`src/rtl/dmo_pkg.sv`:
```
package dmo_pkg;
  typedef enum logic {
    DIR_DOWN = 1'b0,
    DIR_UP   = 1'b1
  } step_dir_e;
endpackage

```
`src/rtl/dmo_rst_sync.sv`:
```
module dmo_rst_sync #(
  parameter int unsigned STAGES = 2
) (
  input  logic clk,
  input  logic rst_n,
  output logic rst_sync_n
);
  logic [STAGES-1:0] sync_q;

  always_ff @(posedge clk or negedge rst_n) begin
    if (!rst_n) sync_q <= '0;
    else        sync_q <= {sync_q[STAGES-2:0], 1'b1};
  end

  assign rst_sync_n = sync_q[STAGES-1];
endmodule

```
`src/rtl/dmo_shifter.sv`:
```
module dmo_shifter #(
  parameter int unsigned BYTE_W = 8
) (
  input  logic              clk,
  input  logic              rst_n,
  input  logic              tick_i,
  input  logic              buf_full_i,
  input  logic [BYTE_W-1:0] buf_data_i,
  output logic              consume_o,
  output logic              silent_o,
  output logic              bit_o
);
  localparam int unsigned CNT_W = $clog2(BYTE_W + 1);
  localparam logic [CNT_W-1:0] CNT_FULL = CNT_W'(BYTE_W);
  localparam logic [CNT_W-1:0] CNT_ONE  = CNT_W'(1);

  logic [BYTE_W-1:0] sh_q, sh_d;
  logic [CNT_W-1:0]  cnt_q, cnt_d;
  logic              silent_q, silent_d;
  logic              last_bit, boundary;

  assign last_bit  = (cnt_q == CNT_ONE);
  assign boundary  = tick_i & last_bit;
  assign consume_o = boundary & buf_full_i;

  always_comb begin
    sh_d     = sh_q;
    cnt_d    = cnt_q;
    silent_d = silent_q;
    if (tick_i) begin
      sh_d  = sh_q >> 1;
      cnt_d = cnt_q - CNT_ONE;
      if (last_bit) begin
        cnt_d    = CNT_FULL;
        silent_d = ~buf_full_i;
        if (buf_full_i) sh_d = buf_data_i;
      end
    end
  end

  always_ff @(posedge clk or negedge rst_n) begin
    if (!rst_n) begin
      sh_q     <= '0;
      cnt_q    <= CNT_FULL;
      silent_q <= 1'b1;
    end else if (tick_i) begin
      sh_q     <= sh_d;
      cnt_q    <= cnt_d;
      silent_q <= silent_d;
    end
  end

  assign silent_o = silent_q;
  assign bit_o    = sh_q[0];

  // a taken byte starts playing with its bit 0 and silence cleared
  p_refill_r2: assert property (@(posedge clk) disable iff (!rst_n)
    consume_o |=> (!silent_o && (bit_o == $past(buf_data_i[0]))));
  // an empty buffer at the boundary makes the next cycle silent
  p_empty_silent_r3: assert property (@(posedge clk) disable iff (!rst_n)
    (boundary && !buf_full_i) |=> silent_o);
  // the bit count never leaves 1..BYTE_W
  p_count_range_r7: assert property (@(posedge clk) disable iff (!rst_n)
    (cnt_q != '0) && (cnt_q <= CNT_FULL));
  // without a tick the byte and silence state hold
  p_hold_state_r9: assert property (@(posedge clk) disable iff (!rst_n)
    !tick_i |=> ($stable(sh_q) && $stable(silent_q) && $stable(cnt_q)));
endmodule

```
`src/rtl/dmo_level.sv`:
```
module dmo_level
  import dmo_pkg::*;
#(
  parameter int unsigned LVL_W = 7,
  parameter int unsigned STEP  = 2
) (
  input  logic             clk,
  input  logic             rst_n,
  input  logic             tick_i,
  input  logic             silent_i,
  input  logic             bit_i,
  input  logic             load_i,
  input  logic [LVL_W-1:0] load_val_i,
  output logic [LVL_W-1:0] level_o
);
  localparam logic [LVL_W-1:0] HI_LIM = LVL_W'((1 << LVL_W) - STEP);
  localparam logic [LVL_W-1:0] LO_LIM = LVL_W'(STEP - 1);
  localparam logic [LVL_W-1:0] STEP_V = LVL_W'(STEP);

  logic [LVL_W-1:0] level_q, level_d;
  logic             level_en, may_move;
  step_dir_e        dir;

  always_comb begin
    dir      = bit_i ? DIR_UP : DIR_DOWN;
    may_move = (dir == DIR_UP) ? (level_q < HI_LIM) : (level_q > LO_LIM);
    level_en = load_i | (tick_i & ~silent_i & may_move);
    if (load_i)              level_d = load_val_i;
    else if (dir == DIR_UP)  level_d = level_q + STEP_V;
    else                     level_d = level_q - STEP_V;
  end

  always_ff @(posedge clk or negedge rst_n) begin
    if (!rst_n)        level_q <= '0;
    else if (level_en) level_q <= level_d;
  end

  assign level_o = level_q;

  // step up below the ceiling
  p_step_up_r4: assert property (@(posedge clk) disable iff (!rst_n)
    (!load_i && tick_i && !silent_i && bit_i && (level_q < HI_LIM))
      |=> (level_o == $past(level_q) + STEP_V));
  // saturate at the ceiling
  p_ceiling_r4: assert property (@(posedge clk) disable iff (!rst_n)
    (!load_i && tick_i && !silent_i && bit_i && (level_q >= HI_LIM)) |=> $stable(level_o));
  // step down above the floor
  p_step_down_r5: assert property (@(posedge clk) disable iff (!rst_n)
    (!load_i && tick_i && !silent_i && !bit_i && (level_q > LO_LIM))
      |=> (level_o == $past(level_q) - STEP_V));
  // saturate at the floor
  p_floor_r5: assert property (@(posedge clk) disable iff (!rst_n)
    (!load_i && tick_i && !silent_i && !bit_i && (level_q <= LO_LIM)) |=> $stable(level_o));
  // no change without a tick or a load
  p_idle_hold_r6: assert property (@(posedge clk) disable iff (!rst_n)
    (!load_i && !tick_i) |=> $stable(level_o));
  // direct load lands next clock, ahead of any tick
  p_load_r8: assert property (@(posedge clk) disable iff (!rst_n)
    load_i |=> (level_o == $past(load_val_i)));
endmodule

```
`src/rtl/dmo_output_unit.sv`:
```
module dmo_output_unit #(
  parameter int unsigned LVL_W       = 7,
  parameter int unsigned BYTE_W      = 8,
  parameter int unsigned STEP        = 2,
  parameter int unsigned SYNC_STAGES = 2
) (
  input  logic              clk,
  input  logic              rst_n,
  input  logic              tick_i,
  input  logic              buf_full_i,
  input  logic [BYTE_W-1:0] buf_data_i,
  input  logic              load_i,
  input  logic [LVL_W-1:0]  load_val_i,
  output logic              consume_o,
  output logic [LVL_W-1:0]  level_o
);
  logic rst_sync_n;
  logic silent;
  logic play_bit;

  dmo_rst_sync #(.STAGES(SYNC_STAGES)) u_rst (
    .clk        (clk),
    .rst_n      (rst_n),
    .rst_sync_n (rst_sync_n)
  );

  dmo_shifter #(.BYTE_W(BYTE_W)) u_shift (
    .clk        (clk),
    .rst_n      (rst_sync_n),
    .tick_i     (tick_i),
    .buf_full_i (buf_full_i),
    .buf_data_i (buf_data_i),
    .consume_o  (consume_o),
    .silent_o   (silent),
    .bit_o      (play_bit)
  );

  dmo_level #(.LVL_W(LVL_W), .STEP(STEP)) u_level (
    .clk        (clk),
    .rst_n      (rst_sync_n),
    .tick_i     (tick_i),
    .silent_i   (silent),
    .bit_i      (play_bit),
    .load_i     (load_i),
    .load_val_i (load_val_i),
    .level_o    (level_o)
  );

  // a consume strobe only accompanies a tick, checked one clock later
  p_consume_on_tick_r10: assert property (@(posedge clk) disable iff (!rst_sync_n)
    consume_o |=> $past(tick_i));
endmodule

```
`config.mk`:
```
export PLATFORM = sky130hd
export DESIGN_NAME = dmo_output_unit
export DESIGN_NICKNAME = d
export VERILOG_FILES = /design/src/rtl/dmo_pkg.sv /design/src/rtl/dmo_rst_sync.sv /design/src/rtl/dmo_shifter.sv /design/src/rtl/dmo_level.sv /design/src/rtl/dmo_output_unit.sv
export SDC_FILE = /design/constraint.sdc
export NUM_CORES = 1
export LEC_CHECK = 0
export ABC_AREA = 1
export BUFFER_PORTS_ARGS = -buffer_cell sky130_fd_sc_hd__buf_4
export CAP_MARGIN = 20
export CORE_MARGIN = 4
export CORE_UTILIZATION = 45
export CTS_CLUSTER_DIAMETER = 200
export DETAILED_ROUTE_END_ITERATION = 8
export PLACE_DENSITY = 0.64
export SETUP_SLACK_MARGIN = 0.2
export SYNTH_ARGS = -nofsm -noshare
export SYNTH_HDL_FRONTEND = slang
export SYNTH_HIERARCHICAL = 1
export SYNTH_SLANG_ARGS = --single-unit
```
`constraint.sdc`:
```
create_clock -name clk -period 4.2 [get_ports clk]
set_clock_uncertainty 0.15 [all_clocks]
set_input_delay 1.26 -clock clk [delete_from_list [all_inputs] [get_ports clk]]
set_output_delay 1.26 -clock clk [all_outputs]
set_load 0.005 [all_outputs]
```
# After elaboration in Yosys (flattened, before gate mapping)
# Cells that the tools add are included.
# W data, S select, Z words.
# totals
ff_bits	22
input_bits	20
output_inout_bits	8
word_cells	26
# classes
n_addsub	3
n_lt_le_gt_ge	2
eq_ne	1
n_mux	7
bitwise	7
reduce_logical	1
# ops
op	count
$mux W8	2
$mux W7	2
$add A7 B2 Y7 const B	1
$gt A7 B1 Y1 const B	1
$lt A7 B7 Y1 const B	1
$sub A7 B2 Y7 const B	1
$and A1 B1 Y1	4
$eq A4 B1 Y1 const B	1
$mux W4	1
$sub A4 B1 Y4 const B	1
$mux W1	2
$not A1 Y1	2
$reduce_and A2 Y1	1
$or A1 B1 Y1	1

# Longest topological paths before layout
# Gate-level depths: netlist of run 1.
# depth
ltp_word	4
ltp_mapped	10
depth_no_buf	10

# Modules after synthesis
# The synthesis of run 1 kept the hierarchy.
# by_module_without_submodules
mod	instances	cells_each	area_each_um2	seq_area_each_um2
dmo_shifter	1	95	728.2	327.8
dmo_level	1	97	611.8	175.2
dmo_rst_sync	1	3	53.8	50.0

# Worst setup path before layout of run 1
# Ideal clock, no wire load.
# synth_timing
path_type	input -> output
start	input port buf_full_i
end	output port consume_o
t_arrival_ns	1.662
t_required_ns	2.790
slack_ns	1.128
stages	3
n_path_buf	1
cell_sequence	buf_2 -> nand3_4 -> nor2_4
# synth_via
elab_chain_cells	1
# synth_rtl
item	line	text
start: declaration	dmo_output_unit.sv:10	input logic buf_full_i,
$and A1 B1 Y1	dmo_shifter.sv:24	assign consume_o = boundary & buf_full_i;
end: declaration	dmo_output_unit.sv:14	output logic consume_o,
# Every way passes these cells.

# Worst setup path in the final report of run 1
# layout_timing
start	input port tick_i
end	output port consume_o
# layout_via
elab_chain_cells	2
# layout_rtl
item	line	text
start: declaration	dmo_output_unit.sv:9	input logic tick_i,
$and A1 B1 Y1	dmo_shifter.sv:23	assign boundary = tick_i & last_bit;
$and A1 B1 Y1	dmo_shifter.sv:24	
# Every way passes these cells.

==> flow_metrics.env, run 1 <==
export IMPL_outcome="completed"
export IMPL_ys_seq_area_share_pct=39.7
export IMPL_dpl_hpwl_um=2320
export IMPL_placementRows=19
export IMPL_grt_overflow=0
export IMPL_fin_area_mm2=0.00166
export IMPL_insertion_delay_ns=0.30
export IMPL_synth_seq_cells=22
export IMPL_fin_ws_ns=0.863
export IMPL_drt_wirelength_per_cell_um=11.3
export IMPL_fin_nets=249
export IMPL_syn_area_mm2=0.00139
export IMPL_period_needed_ns=3.34
export IMPL_rrSetupSlack_ns=2.43
export IMPL_crit_arrival_ns=1.93
export IMPL_critPathCaptureType="primary output"
export IMPL_drc_errors=0
export IMPL_coreArea_mm2=0.00285
export IMPL_multi_input_area_um2=689
export IMPL_cts_tree="done"
export IMPL_drtIter0Drc=51
export IMPL_pin_count=28
export IMPL_vias=1247
export IMPL_worstPathRequired_ns=2.79
export IMPL_period_share_pct=79.4
export IMPL_maxCapViolations=0
export IMPL_grt_max_degree=21
export IMPL_slew_violations=0
export IMPL_grt_pass1_wl_um=5180
export IMPL_cts_sinks=22
export IMPL_die_w_um=63.7
export IMPL_muxShareOfSynthArea_pct=0
export IMPL_fmax_ghz=0.300
export IMPL_drive_gt1_share_pct=17.6
export IMPL_clock_root_buffer="clkbuf_4"
export IMPL_worstSetupStartpointType="primary input"
export IMPL_fill_cells=285
export IMPL_regToRegEndpoint="u_level/level_o[5]"
export IMPL_synth_cell_type_count=23
export IMPL_area_growth_pct=19.4
export IMPL_dr_pass1_iters=4
export IMPL_finalHoldViolations=0
export IMPL_cts_htree_levels=1
export IMPL_grt_pass1_vias=1194
export IMPL_startpoint="tick_i"
export IMPL_syn_inst=195
export IMPL_dpl_cell_area_mm2=0.00161
export IMPL_post_cts_resized=0
export IMPL_path_clk_slew_ns=0.11
export IMPL_crit_end="consume_o"
export IMPL_power_density_mw_per_mm2=665
export IMPL_numPortBuffers=27
export IMPL_gp_congestion=0.775
export IMPL_yosys_warnings=6
export IMPL_die_h_um=63.7
export IMPL_synth_simple_area_share_pct=36.9
export IMPL_routed_wirelength_um=2850
export IMPL_diodes=0
export IMPL_fin_setup_tns_ns=0
export IMPL_hold_class="reg2async"
export IMPL_numCtsBuffers=3
export IMPL_critPathKind="in2out"
export IMPL_syn_avg_cell_area_um2=7.15
export IMPL_p_leak_uw=0.000949
export IMPL_post_cts_buffers=0
export IMPL_tightestPinTransition_ns=0.755
export IMPL_max_slew_margin_pct=49.7
export IMPL_rr_startpoint="u_shift/sh_q[0]"
export IMPL_setup_violations=0
export IMPL_vias_per_cell=4.95
export IMPL_worstRegToRegCells=9
export IMPL_final_seq_area_um2=553
export IMPL_antenna_found_initial=0
export IMPL_syn_num_nets=222
export IMPL_rsz0062_at_grt="false"
export IMPL_pre_cts_ws_ns=0.860
export IMPL_dieArea_mm2=0.00405
export IMPL_synth_fa_ha_area_share_pct=6.82
export IMPL_initial_core_util_pct=48.9
export IMPL_ir_drop_mv=0.325
export IMPL_synth_compound_area_share_pct=3.59
export IMPL_clockBufferDepth=2
export IMPL_grt_usage_pct=15.6
export IMPL_path_max_fanout=15
export IMPL_synth_xor_xnor_area_share_pct=1.89
export IMPL_antenna_left=0
export IMPL_synth_top_family_by_area="simple AND/OR/NAND/NOR gates"
export IMPL_cts_hold_buf=0
[power by group]
group          internal (uW)  total (uW)  switching (uW)
Clock                   96.5         157            60.5
Sequential               296         379            83.4
Combinational            243         570             327
[how the worst min path moves through the flow]
| stage | end | slack (ns) | cells after the start |
|---|---|---|---|
| 2_1_floorplan | u_level/level_o[0] | 0.10 | 0 |
| 3_3_place_gp | u_rst/sync_q[1] | 0.19 | 0 |
| 3_5_place_dp | u_shift/sh_q[7] | 0.19 | 0 |
| 4_1_cts | u_shift/sh_q[2] | 0.21 | 0 |
| 5_1_grt | u_shift/sh_q[2] | 0.25 | 0 |
| 6_report | u_shift/sh_q[2] | 0.17 | 0 |
[layer usage]
layer  up-vias  routed length [um]  part of all wire [%]  track usage (%)
met4         0                   6                  0.21             1.62
met2        24                1300                    46             25.4
met3         2                 128                   4.5             4.09
met1       560                1420                    50             21.3
met5         -                   0                     0                0
li1        661                   -                     -                -
[final cells by class]
| type | count | share of cell area (%) |
|---|---|---|
| clock buffer | 3 | 1.35 |
| clock inverter | 1 | 1.80 |
| inverter | 34 | 7.67 |
| multi-input combinational | 134 | 41.4 |
| sequential | 22 | 33.2 |
| tap | 31 | 2.33 |
| timing repair buffer | 27 | 12.2 |
[metrics by stage]
step	hold slack, ns	power [uW]	utilization [%]	cells
3_5_place_dp	0.188	954	56.5	248
3_3_place_gp	0.185	933	56.5	248
6_report	0.170	1110	58.3	252
4_1_cts	0.210	1120	58.3	252
5_1_grt	0.246	1230	58.3	252
2_1_floorplan	0.102	792	-	195
[cell usage after synthesis, drive strengths merged]
cell type  number  area, um2
fa              1       20.0
xor2            1       8.76
ha              6       75.1
nand3          23        133
dfrtp          20        500
dfstp           2       52.6
inv            34        128
a21oi           2       10.0
nand4           8       50.1
o21ai           8       40.0
nor2            9       48.8
nor3            1       5.00
xnor2           2       17.5
clkbuf          1       3.75
buf             4       20.0
nand2          72        278
conb            1       3.75
[logic make-up after synthesis]
| kind of cell | after synthesis |
|---|---|
| and+or+nand+nor | 113 |
| AOI/OAI and AO/OA | 10 |
| adders and majority gates | 7 |
| buffers and inverters | 39 |
| xor gates and xnor gates | 3 |
| other | 1 |
| DFF | 22 |
[sequential cells by signal (all words and copies together) (netlist names)]
name	cells
u_shift/cnt_q	4
u_rst/sync_q	2
u_shift/silent_o	1
u_shift/sh_q	8
u_level/level_o	7
[critical path, cell delays in order]
cell and delay [ns]:
buf_4 0.16, inv_1 0.29, nor2_4 0.08, buf_4 0.14
[placed cells by master (no fill, tap or decap), types with 2 or more instances in the layout]
cell type	synthesis	layout
a21oi_1	2	2
inv_1	33	33
nand4_1	8	8
nor2_4	2	2
dfrtp_1	20	20
xnor2_1	2	2
o21ai_1	3	3
nand3_1	21	21
nand2_1	71	71
nor2_1	7	7
ha_1	6	6
o21ai_0	5	5
buf_4	0	27
clkbuf_4	0	3
dfstp_2	2	2
(Power assumes the default switching activity.)
==> run 2, diff against run 1 <==
Clock period 4.2 ns to 3.44 ns, I/O delays scaled along.
==> flow_metrics.env, run 2 (synthesis results as in run 1) <==
export IMPL_placedCellCount=248
export IMPL_p_leak_uw=0.000949
export IMPL_grt_usage_pct=15.0
export IMPL_post_cts_resized=0
export IMPL_fill_cells=297
export IMPL_critPathKind="in2out"
export IMPL_dr_pass1_iters=4
export IMPL_final_common_cell="nand2_1"
export IMPL_stdcell_count=252
export IMPL_mostFrequentLayoutCells="nand2_1 (71), inv_1 (33), buf_4 (27)"
export IMPL_finalHoldViolations=0
export IMPL_vias=1251
export IMPL_cts_hold_buf=0
export IMPL_cp_slowest_cell="inv_1"
export IMPL_path_delay_family="buffers and inverters"
export IMPL_cts_sinks=22
export IMPL_outcome="completed"
export IMPL_grt_pass1_vias=1134
export IMPL_pin_count=28
export IMPL_dieArea_mm2=0.00405
export IMPL_top_register="u_shift/sh_q"
export IMPL_drt_wirelength_per_cell_um=11.3
export IMPL_rrSetupSlack_ns=1.65
export IMPL_routed_wirelength_um=2850
export IMPL_coreArea_mm2=0.00285
export IMPL_worstPathRequired_ns=2.26
export IMPL_worstSetupStartpointType="primary input"
export IMPL_drive_gt1_share_pct=17.6
export IMPL_grt_max_degree=21
export IMPL_area_growth_pct=19.4
export IMPL_power_density_mw_per_mm2=815
export IMPL_gp_congestion=0.778
export IMPL_crit_arrival_ns=1.69
export IMPL_path_max_fanout=15
export IMPL_clockBufferDepth=2
export IMPL_maxCapViolations=0
export IMPL_initial_core_util_pct=48.9
export IMPL_dpl_hpwl_um=2280
export IMPL_antenna_found_initial=0
export IMPL_vias_per_cell=4.96
export IMPL_fin_nets=249
export IMPL_clock_root_buffer="clkbuf_4"
export IMPL_diodes=0
export IMPL_setup_violations=0
export IMPL_numCtsBuffers=3
export IMPL_period_share_pct=83.6
export IMPL_grt_pass1_wl_um=4960
export IMPL_drtIter0Drc=53
export IMPL_period_needed_ns=2.87
export IMPL_crit_top_cell="buf_4"
export IMPL_grt_overflow=0
export IMPL_placementRows=19
export IMPL_fmax_ghz=0.348
export IMPL_crit_chain="buf_4, inv_1, nor2_4, buf_4"
export IMPL_max_slew_margin_pct=49.0
export IMPL_die_w_um=63.7
export IMPL_post_cts_buffers=0
export IMPL_rr_startpoint="u_shift/sh_q[0]"
export IMPL_timing_critical_path_buf_inv=3
export IMPL_insertion_delay_ns=0.30
export IMPL_slew_violations=0
export IMPL_startpoint="tick_i"
export IMPL_numPortBuffers=27
export IMPL_critPathCaptureType="primary output"
export IMPL_hold_class="reg2async"
export IMPL_crit_path_max_incr_delay_ns=0.29
export IMPL_ir_drop_mv=0.475
export IMPL_path_clk_slew_ns=0.12
export IMPL_largest_reg_flops=8
export IMPL_die_h_um=63.7
export IMPL_rsz0062_at_grt="false"
export IMPL_cts_htree_levels=1
export IMPL_cts_tree="done"
export IMPL_drc_errors=0
export IMPL_tightestPinTransition_ns=0.765
export IMPL_fin_setup_tns_ns=0
export IMPL_antenna_left=0
## run 2: cell counts in the layout (fill, tap and decap cells not counted)
No cell type changed its count.
## run 2: layout make-up
type / instances / area (um2) / share of cell area [%]
Inverter: 34 / 128 / 7.67
Clock buffer: 3 / 22.5 / 1.35
Multi-Input combinational cell: 134 / 689 / 41.4
Tap cell: 31 / 38.8 / 2.33
Sequential cell: 22 / 553 / 33.2
Timing Repair Buffer: 27 / 203 / 12.2
Clock inverter: 1 / 30.0 / 1.80
## run 2: per-stage QoR
step	setup WS (ns)	power, uW	utilization (%)	cell area (um2)	hold WS (ns)
after floorplan	0.824	967	-	1390	0.102
after global placement	0.580	1140	56.5	1610	0.185
after detailed placement	0.561	1160	56.5	1610	0.193
after CTS	0.559	1370	58.3	1660	0.212
after global routing	0.499	1500	58.3	1660	0.236
final	0.566	1360	58.3	1660	0.170
## run 2: worst paths after layout
check / cells after the start / to
worst max-delay path: 4 / consume_o
worst min-delay path: 0 / u_shift/sh_q[0]
worst max register to register: 9 / u_level/level_o[5]
worst min register to register: 0 / u_shift/sh_q[0]
max in group asynchronous: 0 / u_level/level_o[3]
min in group clk: 0 / u_rst/sync_q[1]
## run 2: layer usage
metal,global-route usage [%],up-vias,routed length (um)
met5,0,-,0
li1,-,658,-
met2,23.9,24,1340
met1,21.2,567,1420
met4,2.43,0,6
met3,3.37,2,84
## run 2: where the power goes
group / switching, uW / internal (uW)
clock: 75.0 / 118
sequential: 102 / 361
combinational: 401 / 300
total: 578 / 778
## run 2: worst reg2reg max path, stage by stage (launching register included)
cell and delay (ns):
dfrtp_1 0.43, inv_1 0.16, ha_1 0.42, nand3_1 0.16
nand3_1 0.10, nand2_1 0.05, nand3_1 0.06, nand2_1 0.05
nand2_1 0.05, o21ai_1 0.06
